<file path="config.mk">
export PLATFORM = sky130hd
export DESIGN_NAME = rst_release_seq
export DESIGN_NICKNAME = d
export VERILOG_FILES = /design/src/rtl/rrs_pkg.sv /design/src/rtl/rrs_tick_timer.sv /design/src/rtl/rrs_attempt_ctr.sv /design/src/rtl/rrs_seq_fsm.sv /design/src/rtl/rst_release_seq.sv
export SDC_FILE = /design/constraint.sdc
export NUM_CORES = 1
export LEC_CHECK = 0
export BUFFER_PORTS_ARGS = -buffer_cell sky130_fd_sc_hd__buf_2
export CORE_MARGIN = 2
export CORE_UTILIZATION = 52
export CTS_CLUSTER_DIAMETER = 60
export CTS_CLUSTER_SIZE = 25
export DETAILED_ROUTE_END_ITERATION = 10
export GPL_ROUTABILITY_DRIVEN = 0
export HOLD_SLACK_MARGIN = 0.06
export MAX_ROUTING_LAYER = met4
export PLACE_DENSITY = 0.73
export SETUP_SLACK_MARGIN = 0.3
export SYNTH_ARGS = -nofsm -noshare
export SYNTH_HDL_FRONTEND = slang
export SYNTH_SLANG_ARGS = --single-unit
</file>
<file path="constraint.sdc">
create_clock -name clk -period 5.7 [get_ports clk]
set_input_delay 1.71 -clock clk [delete_from_list [all_inputs] [get_ports clk]]
set_output_delay 1.71 -clock clk [all_outputs]
set_load 0.02 [all_outputs]
</file>
<file path="src/rtl/rrs_pkg.sv">
package rrs_pkg;

  typedef enum logic [2:0] {
    ST_IDLE  = 3'd0,
    ST_HOLD  = 3'd1,
    ST_WGPU  = 3'd2,
    ST_WLINK = 3'd3,
    ST_WHS   = 3'd4,
    ST_RUN   = 3'd5,
    ST_FATAL = 3'd6
  } rrs_state_e;

  typedef enum logic [1:0] {
    CODE_NONE = 2'd0,
    CODE_GPU  = 2'd1,
    CODE_LINK = 2'd2,
    CODE_HS   = 2'd3
  } rrs_code_e;

  function automatic int unsigned rrs_max2(input int unsigned a, input int unsigned b);
    return (a > b) ? a : b;
  endfunction

endpackage

</file>
<file path="src/rtl/rrs_tick_timer.sv">
module rrs_tick_timer #(
  parameter int unsigned TW = 8
) (
  input  logic          clk,
  input  logic          rst_n,
  input  logic          clr_i,
  input  logic          tick_i,
  output logic [TW-1:0] cnt_o
);

  logic [TW-1:0] cnt_q, cnt_d;
  logic          cnt_en;

  assign cnt_en = clr_i || (tick_i && (cnt_q != {TW{1'b1}}));

  always_comb begin
    cnt_d = cnt_q;
    if (clr_i)       cnt_d = '0;
    else if (tick_i) cnt_d = cnt_q + 1'b1;
  end

  always_ff @(posedge clk or negedge rst_n) begin
    if (!rst_n)      cnt_q <= '0;
    else if (cnt_en) cnt_q <= cnt_d;
  end

  assign cnt_o = cnt_q;


  tmr_clr_chk: assert property (@(posedge clk) disable iff (!rst_n)
    clr_i |=> (cnt_o == '0));

endmodule

</file>
<file path="src/rtl/rrs_attempt_ctr.sv">
module rrs_attempt_ctr #(
  parameter int unsigned MAX_TRIES = 3,
  parameter int unsigned AW        = 2
) (
  input  logic          clk,
  input  logic          rst_n,
  input  logic          clr_i,
  input  logic          inc_i,
  output logic [AW-1:0] cnt_o,
  output logic          last_o
);

  localparam logic [AW-1:0] CAP  = AW'(MAX_TRIES);
  localparam logic [AW-1:0] LAST = AW'(MAX_TRIES - 1);

  logic [AW-1:0] cnt_q, cnt_d;
  logic          cnt_en;

  assign cnt_en = clr_i || (inc_i && (cnt_q != CAP));

  always_comb begin
    cnt_d = cnt_q;
    if (clr_i)      cnt_d = '0;
    else if (inc_i) cnt_d = cnt_q + 1'b1;
  end

  always_ff @(posedge clk or negedge rst_n) begin
    if (!rst_n)      cnt_q <= '0;
    else if (cnt_en) cnt_q <= cnt_d;
  end

  assign cnt_o  = cnt_q;
  assign last_o = (cnt_q >= LAST);


  keep_cnt_chk: assert property (@(posedge clk) disable iff (!rst_n)
    (!clr_i && !inc_i) |=> $stable(cnt_o));


  cnt_bound_chk: assert property (@(posedge clk) disable iff (!rst_n)
    cnt_o <= CAP);

endmodule

</file>
<file path="src/rtl/rrs_seq_fsm.sv">
module rrs_seq_fsm
  import rrs_pkg::*;
#(
  parameter int unsigned TW         = 8,
  parameter int unsigned HOLD_TICKS = 10,
  parameter int unsigned GPU_TMO    = 50,
  parameter int unsigned LINK_TMO   = 100,
  parameter int unsigned HS_TMO     = 200
) (
  input  logic          clk,
  input  logic          rst_n,
  input  logic          start_i,
  input  logic          tick_i,
  input  logic          gpu_done_i,
  input  logic          link_l0_i,
  input  logic          hs_strobe_i,
  input  logic [TW-1:0] tmr_cnt_i,
  input  logic          att_last_i,
  output logic          tmr_clr_o,
  output logic          att_clr_o,
  output logic          att_inc_o,
  output logic          gpu_rst_n_o,
  output logic          cpu_rst_n_o,
  output logic          running_o,
  output logic          log_vld_o,
  output logic [1:0]    log_code_o,
  output logic [1:0]    fatal_code_o
);

  localparam logic [TW-1:0] HOLD_L = TW'(HOLD_TICKS - 1);
  localparam logic [TW-1:0] GPU_L  = TW'(GPU_TMO - 1);
  localparam logic [TW-1:0] LINK_L = TW'(LINK_TMO - 1);
  localparam logic [TW-1:0] HS_L   = TW'(HS_TMO - 1);

  rrs_state_e    state_q, state_d;
  rrs_code_e     fatal_q, fatal_d;
  rrs_code_e     code_q, code_d;
  rrs_code_e     stage_code;
  logic          log_q, log_d;
  logic [TW-1:0] lim;
  logic          expire;
  logic          tmo;

  // per-state tick limit and stage code
  always_comb begin
    lim        = HOLD_L;
    stage_code = CODE_NONE;
    unique case (state_q)
      ST_WGPU:  begin lim = GPU_L;  stage_code = CODE_GPU;  end
      ST_WLINK: begin lim = LINK_L; stage_code = CODE_LINK; end
      ST_WHS:   begin lim = HS_L;   stage_code = CODE_HS;   end
      default:  begin lim = HOLD_L; stage_code = CODE_NONE; end
    endcase
  end

  assign expire = tick_i && (tmr_cnt_i == lim);

  // next-state logic
  always_comb begin
    state_d   = state_q;
    fatal_d   = fatal_q;
    att_clr_o = 1'b0;
    tmo       = 1'b0;
    unique case (state_q)
      ST_IDLE, ST_RUN, ST_FATAL: begin
        if (start_i) begin
          state_d   = ST_HOLD;
          att_clr_o = 1'b1;
          fatal_d   = CODE_NONE;
        end
      end
      ST_HOLD: begin
        if (expire) state_d = ST_WGPU;
      end
      ST_WGPU: begin
        if (gpu_done_i)  state_d = ST_WLINK;
        else if (expire) tmo     = 1'b1;
      end
      ST_WLINK: begin
        if (link_l0_i)   state_d = ST_WHS;
        else if (expire) tmo     = 1'b1;
      end
      ST_WHS: begin
        if (hs_strobe_i) state_d = ST_RUN;
        else if (expire) tmo     = 1'b1;
      end
      default: state_d = ST_IDLE;
    endcase
    if (tmo) begin
      if (att_last_i) begin
        state_d = ST_FATAL;
        fatal_d = stage_code;
      end else begin
        state_d = ST_HOLD;
      end
    end
  end

  assign att_inc_o = tmo;
  assign log_d     = tmo;
  assign code_d    = tmo ? stage_code : CODE_NONE;
  assign tmr_clr_o = (state_d != state_q);

  // registers
  always_ff @(posedge clk or negedge rst_n) begin
    if (!rst_n) begin
      state_q <= ST_IDLE;
      fatal_q <= CODE_NONE;
      code_q  <= CODE_NONE;
      log_q   <= 1'b0;
    end else begin
      state_q <= state_d;
      fatal_q <= fatal_d;
      code_q  <= code_d;
      log_q   <= log_d;
    end
  end

  // output decode
  assign gpu_rst_n_o  = (state_q == ST_WGPU) || (state_q == ST_WLINK) ||
                        (state_q == ST_WHS)  || (state_q == ST_RUN);
  assign cpu_rst_n_o  = (state_q == ST_WHS)  || (state_q == ST_RUN);
  assign running_o    = (state_q == ST_RUN);
  assign log_vld_o    = log_q;
  assign log_code_o   = code_q;
  assign fatal_code_o = fatal_q;


  log_code_chk: assert property (@(posedge clk) disable iff (!rst_n)
    log_vld_o |-> (log_code_o != 2'd0));


  log_pulse_chk: assert property (@(posedge clk) disable iff (!rst_n)
    log_vld_o |=> !log_vld_o);


  fatal_hold_chk: assert property (@(posedge clk) disable iff (!rst_n)
    ((fatal_code_o != 2'd0) && !start_i) |=> $stable(fatal_code_o));


  fatal_rst_chk: assert property (@(posedge clk) disable iff (!rst_n)
    (fatal_code_o != 2'd0) |-> (!gpu_rst_n_o && !cpu_rst_n_o));


  rst_order_chk: assert property (@(posedge clk) disable iff (!rst_n)
    cpu_rst_n_o |-> gpu_rst_n_o);


  run_rel_chk: assert property (@(posedge clk) disable iff (!rst_n)
    (running_o && !start_i) |=> (running_o && gpu_rst_n_o && cpu_rst_n_o));

endmodule

</file>
<file path="src/rtl/rst_release_seq.sv">
module rst_release_seq
  import rrs_pkg::*;
#(
  parameter int unsigned MAX_TRIES  = 3,
  parameter int unsigned HOLD_TICKS = 10,
  parameter int unsigned GPU_TMO    = 50,
  parameter int unsigned LINK_TMO   = 100,
  parameter int unsigned HS_TMO     = 200
) (
  input  logic       clk,
  input  logic       rst_n,
  input  logic       start_i,
  input  logic       tick_i,
  input  logic       gpu_done_i,
  input  logic       link_l0_i,
  input  logic       hs_strobe_i,
  output logic       gpu_rst_n_o,
  output logic       cpu_rst_n_o,
  output logic       running_o,
  output logic       log_vld_o,
  output logic [1:0] log_code_o,
  output logic [1:0] fatal_code_o
);

  localparam int unsigned T_MAX = rrs_max2(rrs_max2(HOLD_TICKS, GPU_TMO),
                                           rrs_max2(LINK_TMO, HS_TMO));
  localparam int unsigned TW    = $clog2(T_MAX + 1);
  localparam int unsigned AW    = $clog2(MAX_TRIES + 1);

  logic [TW-1:0] tmr_cnt;
  logic          tmr_clr;
  logic [AW-1:0] att_cnt;
  logic          att_last;
  logic          att_clr;
  logic          att_inc;

  rrs_tick_timer #(.TW(TW)) u_timer (
    .clk    (clk),
    .rst_n  (rst_n),
    .clr_i  (tmr_clr),
    .tick_i (tick_i),
    .cnt_o  (tmr_cnt)
  );

  rrs_attempt_ctr #(.MAX_TRIES(MAX_TRIES), .AW(AW)) u_attempts (
    .clk    (clk),
    .rst_n  (rst_n),
    .clr_i  (att_clr),
    .inc_i  (att_inc),
    .cnt_o  (att_cnt),
    .last_o (att_last)
  );

  rrs_seq_fsm #(
    .TW         (TW),
    .HOLD_TICKS (HOLD_TICKS),
    .GPU_TMO    (GPU_TMO),
    .LINK_TMO   (LINK_TMO),
    .HS_TMO     (HS_TMO)
  ) u_fsm (
    .clk          (clk),
    .rst_n        (rst_n),
    .start_i      (start_i),
    .tick_i       (tick_i),
    .gpu_done_i   (gpu_done_i),
    .link_l0_i    (link_l0_i),
    .hs_strobe_i  (hs_strobe_i),
    .tmr_cnt_i    (tmr_cnt),
    .att_last_i   (att_last),
    .tmr_clr_o    (tmr_clr),
    .att_clr_o    (att_clr),
    .att_inc_o    (att_inc),
    .gpu_rst_n_o  (gpu_rst_n_o),
    .cpu_rst_n_o  (cpu_rst_n_o),
    .running_o    (running_o),
    .log_vld_o    (log_vld_o),
    .log_code_o   (log_code_o),
    .fatal_code_o (fatal_code_o)
  );


  att_fatal_chk: assert property (@(posedge clk) disable iff (!rst_n)
    (fatal_code_o != 2'd0) |-> (att_cnt == AW'(MAX_TRIES)));

endmodule

</file>
==> impl_metrics.json <==
{
  "outcome": "complete, no violations",
  "clkTransAtPathRegs_ns": 0.10,
  "slew_violations": 0,
  "die_h_um": 56.2,
  "rows": 18,
  "grt_usage_pct": 22.2,
  "seq_power_share_pct": 42.0,
  "drtIter0Drc": 32,
  "syn_inst": 157,
  "synth_area_um2": 1420,
  "overflow": 0,
  "ys.flop_type": "dfrtp_1",
  "power_uw": 487,
  "grt_pass1_wl_mm": 5.42,
  "p_sw_share_pct": 44.9,
  "rsz0062_at_grt": "false",
  "cap_violations": 0,
  "dr_wl_met2_mm": 1.35,
  "power.leakage_uw": 0.000678,
  "grt_max_degree": 23,
  "hpwl_mm": 2.21,
  "clock_latency_ns": 0.30,
  "met3_length_um": 107,
  "hold_viol_final": 0,
  "portBuffers": 14,
  "num_vias": 1215,
  "dieArea_um2": 3160,
  "p_sw_uw": 219,
  "cp.arrival_ns": 1.87,
  "firstDrtPassIters": 4,
  "vdd_drop_max_uv": 184,
  "critPathRequiredTime_ns": 3.99,
  "setup_viol": 0,
  "tightest_slew_ns": 0.780,
  "htree_levels": 1,
  "cts.sinks": 18,
  "holdBufCountCts": 0,
  "grt_pass1_vias": 1249,
  "start_kind": "flop",
  "hp-class": "flop to flop",
  "relSlewSlack_pct": 48.0,
  "synth_seq_cells": 18,
  "avgViaCountPerCell": 6.14,
  "cts_made_buffers": 3,
  "wirelength_mm": 3.07,
  "synth-seq-area-share_pct": 31.8,
  "p_per_area_nw_per_um2": 325,
  "post-route-period-util_pct": 62.8,
  "synth_nets": 167,
  "cts_tree": "done",
  "drive_gt1_share_pct": 19.0,
  "fp.coreArea_um2": 2520,
  "path_max_fanout": 22,
  "cts_buffer_depth": 2,
  "fin_skew_ns": 0.000776,
  "top_layer": "met4",
  "cts_setup_buffers": 0,
  "crit_type": "flop to primary output",
  "wl_met1_mm": 1.54,
  "n_antenna_cell": 0,
  "postLayoutCoreUtil_pct": 59.5,
  "fmax_mhz": 279,
  "ant_nets": 0,
  "synth_edf_count": 0,
  "async_reset_ff_share_pct": 100,
  "combPwrFrac_pct": 44.7,
  "drc": 0,
  "power.internal_uw": 268,
  "cts_resized": 0,
  "finish.net_count": 180,
  "yosysWarnings": 0,
  "p_clk_share_pct": 13.4,
  "setup_tns_ns": 0,
  "die_w_um": 56.2,
  "antenna_found_initial": 0,
  "worst_setup_path_end_kind": "primary output",
  "min_period_ns": 3.58,
  "cts_root_buf": "clkbuf_4",
  "avgSynthCellArea_um2": 9.03,
  "area_growth_pct": 5.83,
  "io_pins": 15,
  "ys_types": 50,
  "wire_per_inst_um": 15.5,
  "start_util_pct": 56.2
}
-- synthesized netlist by cell type, types with 2 or more instances --
master / count / share of area (%)
nand2_1: 13 / 3.4
nand3b_1: 2 / 1.1
a32o_1: 2 / 1.4
buf_4: 2 / 1.1
nor2b_1: 3 / 1.3
nand3_1: 7 / 2.5
nor2_1: 13 / 3.4
nor3_1: 5 / 1.8
xnor2_1: 3 / 1.9
nor4_1: 8 / 3.5
a21oi_2: 2 / 1.2
buf_2: 2 / 0.71
a31oi_1: 2 / 0.88
dfrtp_1: 18 / 32
and3_1: 3 / 1.3
o21ai_1: 2 / 0.71
inv_1: 7 / 1.9
a21oi_1: 7 / 2.5
mux2i_1: 4 / 2.8
buf_6: 2 / 1.6
a21o_1: 2 / 1.1
or2_2: 2 / 0.88
and4bb_1: 2 / 1.8
nor4b_1: 2 / 1.2
nand2b_1: 4 / 1.8
xor2_1: 6 / 3.7
o31ai_1: 2 / 1.1
ha_1: 3 / 2.6
o21ai_0: 6 / 2.1
-- worst max-delay path, stage by stage (launching register included) --
cell and delay, ns:
dfrtp_1 0.80, inv_1 0.28, nor2_1 0.27, buf_2 0.21
-- state kept, by name, indices dropped and copies added, names as in the netlist --
name                flops
u_attempts.cnt_o        2
u_fsm.state_q           3
u_fsm.log_vld_o         1
u_fsm.log_code_o        2
u_fsm.fatal_code_o      2
u_timer.cnt_o           8
-- area by class of cell --
class	count	area, µm²
Clock buffer	3	22.5
Multi-Input combinational cell	125	888
Inverter	8	31.3
Timing Repair Buffer	14	70.1
Tap cell	30	37.5
Fill cell	234	1020
Sequential cell	18	450
-- cell usage in the layout (no fill, tap or decap), types with 2 or more instances in the layout --
master    instances
nor4b_1           2
nor2_1           13
xnor2_1           3
buf_2            14
or2_2             2
o21ai_1           2
and3_1            3
a31oi_1           2
nand2_1          13
clkbuf_4          3
o31ai_1           2
mux2i_1           4
nand2b_1          4
nor3_1            5
nor4_1            8
dfrtp_1          18
a32o_1            2
a21o_1            2
xor2_1            6
and4bb_1          2
ha_1              3
a21oi_1           7
inv_1             7
a21oi_2           2
nor2b_1           3
o21ai_0           6
nand3_1           7
nand3b_1          2
-- kinds of logic after synthesis --
logic type | share of synthesized area, %
fa+ha+maj | 2.65
mux | 4.68
flops | 31.8
xor+xnor | 7.50
compound gates | 15.4
buf+inv | 5.56
simple gates | 32.5
-- through the flow --
stage	cells	worst slack (ns)	cell area (µm²)	hold slack [ns]
2_1_floorplan	157	2.39	1420	0.485
3_3_place_gp	195	2.15	1480	0.514
3_5_place_dp	195	2.06	1480	0.523
4_1_cts	198	2.15	1500	0.538
5_1_grt	198	2.01	1500	0.580
6_report	198	2.12	1500	0.533
-- worst paths after layout --
path,slack [ns],endpoint,cells after the start,from
setup / recovery,2.12,running_o,3,u_fsm.state_q[0]
hold / removal,0.53,u_attempts.cnt_o[0],1,u_attempts.cnt_o[0]
setup reg to reg,2.86,u_timer.cnt_o[4],8,u_fsm.state_q[1]
hold reg to reg,0.53,u_attempts.cnt_o[0],1,u_attempts.cnt_o[0]
max in group asynchronous,4.10,u_attempts.cnt_o[1],1,rst_n
min in group asynchronous,1.31,u_timer.cnt_o[6],1,rst_n
-- layer usage --
layer  up-vias  global-route usage [%]
li1        598                       -
met5         -                       -
met1       580                    29.0
met2        28                    33.4
met4         0                    9.86
met3         9                    3.95
-- power groups by stage --
stage / combinational, µW / sequential, µW / clock [µW]
floorplan: 207 / 169 / 0
global placement: 212 / 203 / 0
detailed placement: 216 / 205 / 0
CTS: 218 / 203 / 64.8
global route: 241 / 211 / 70.9
finish: 218 / 204 / 65.0
Power figures use the tool's default switching activity.
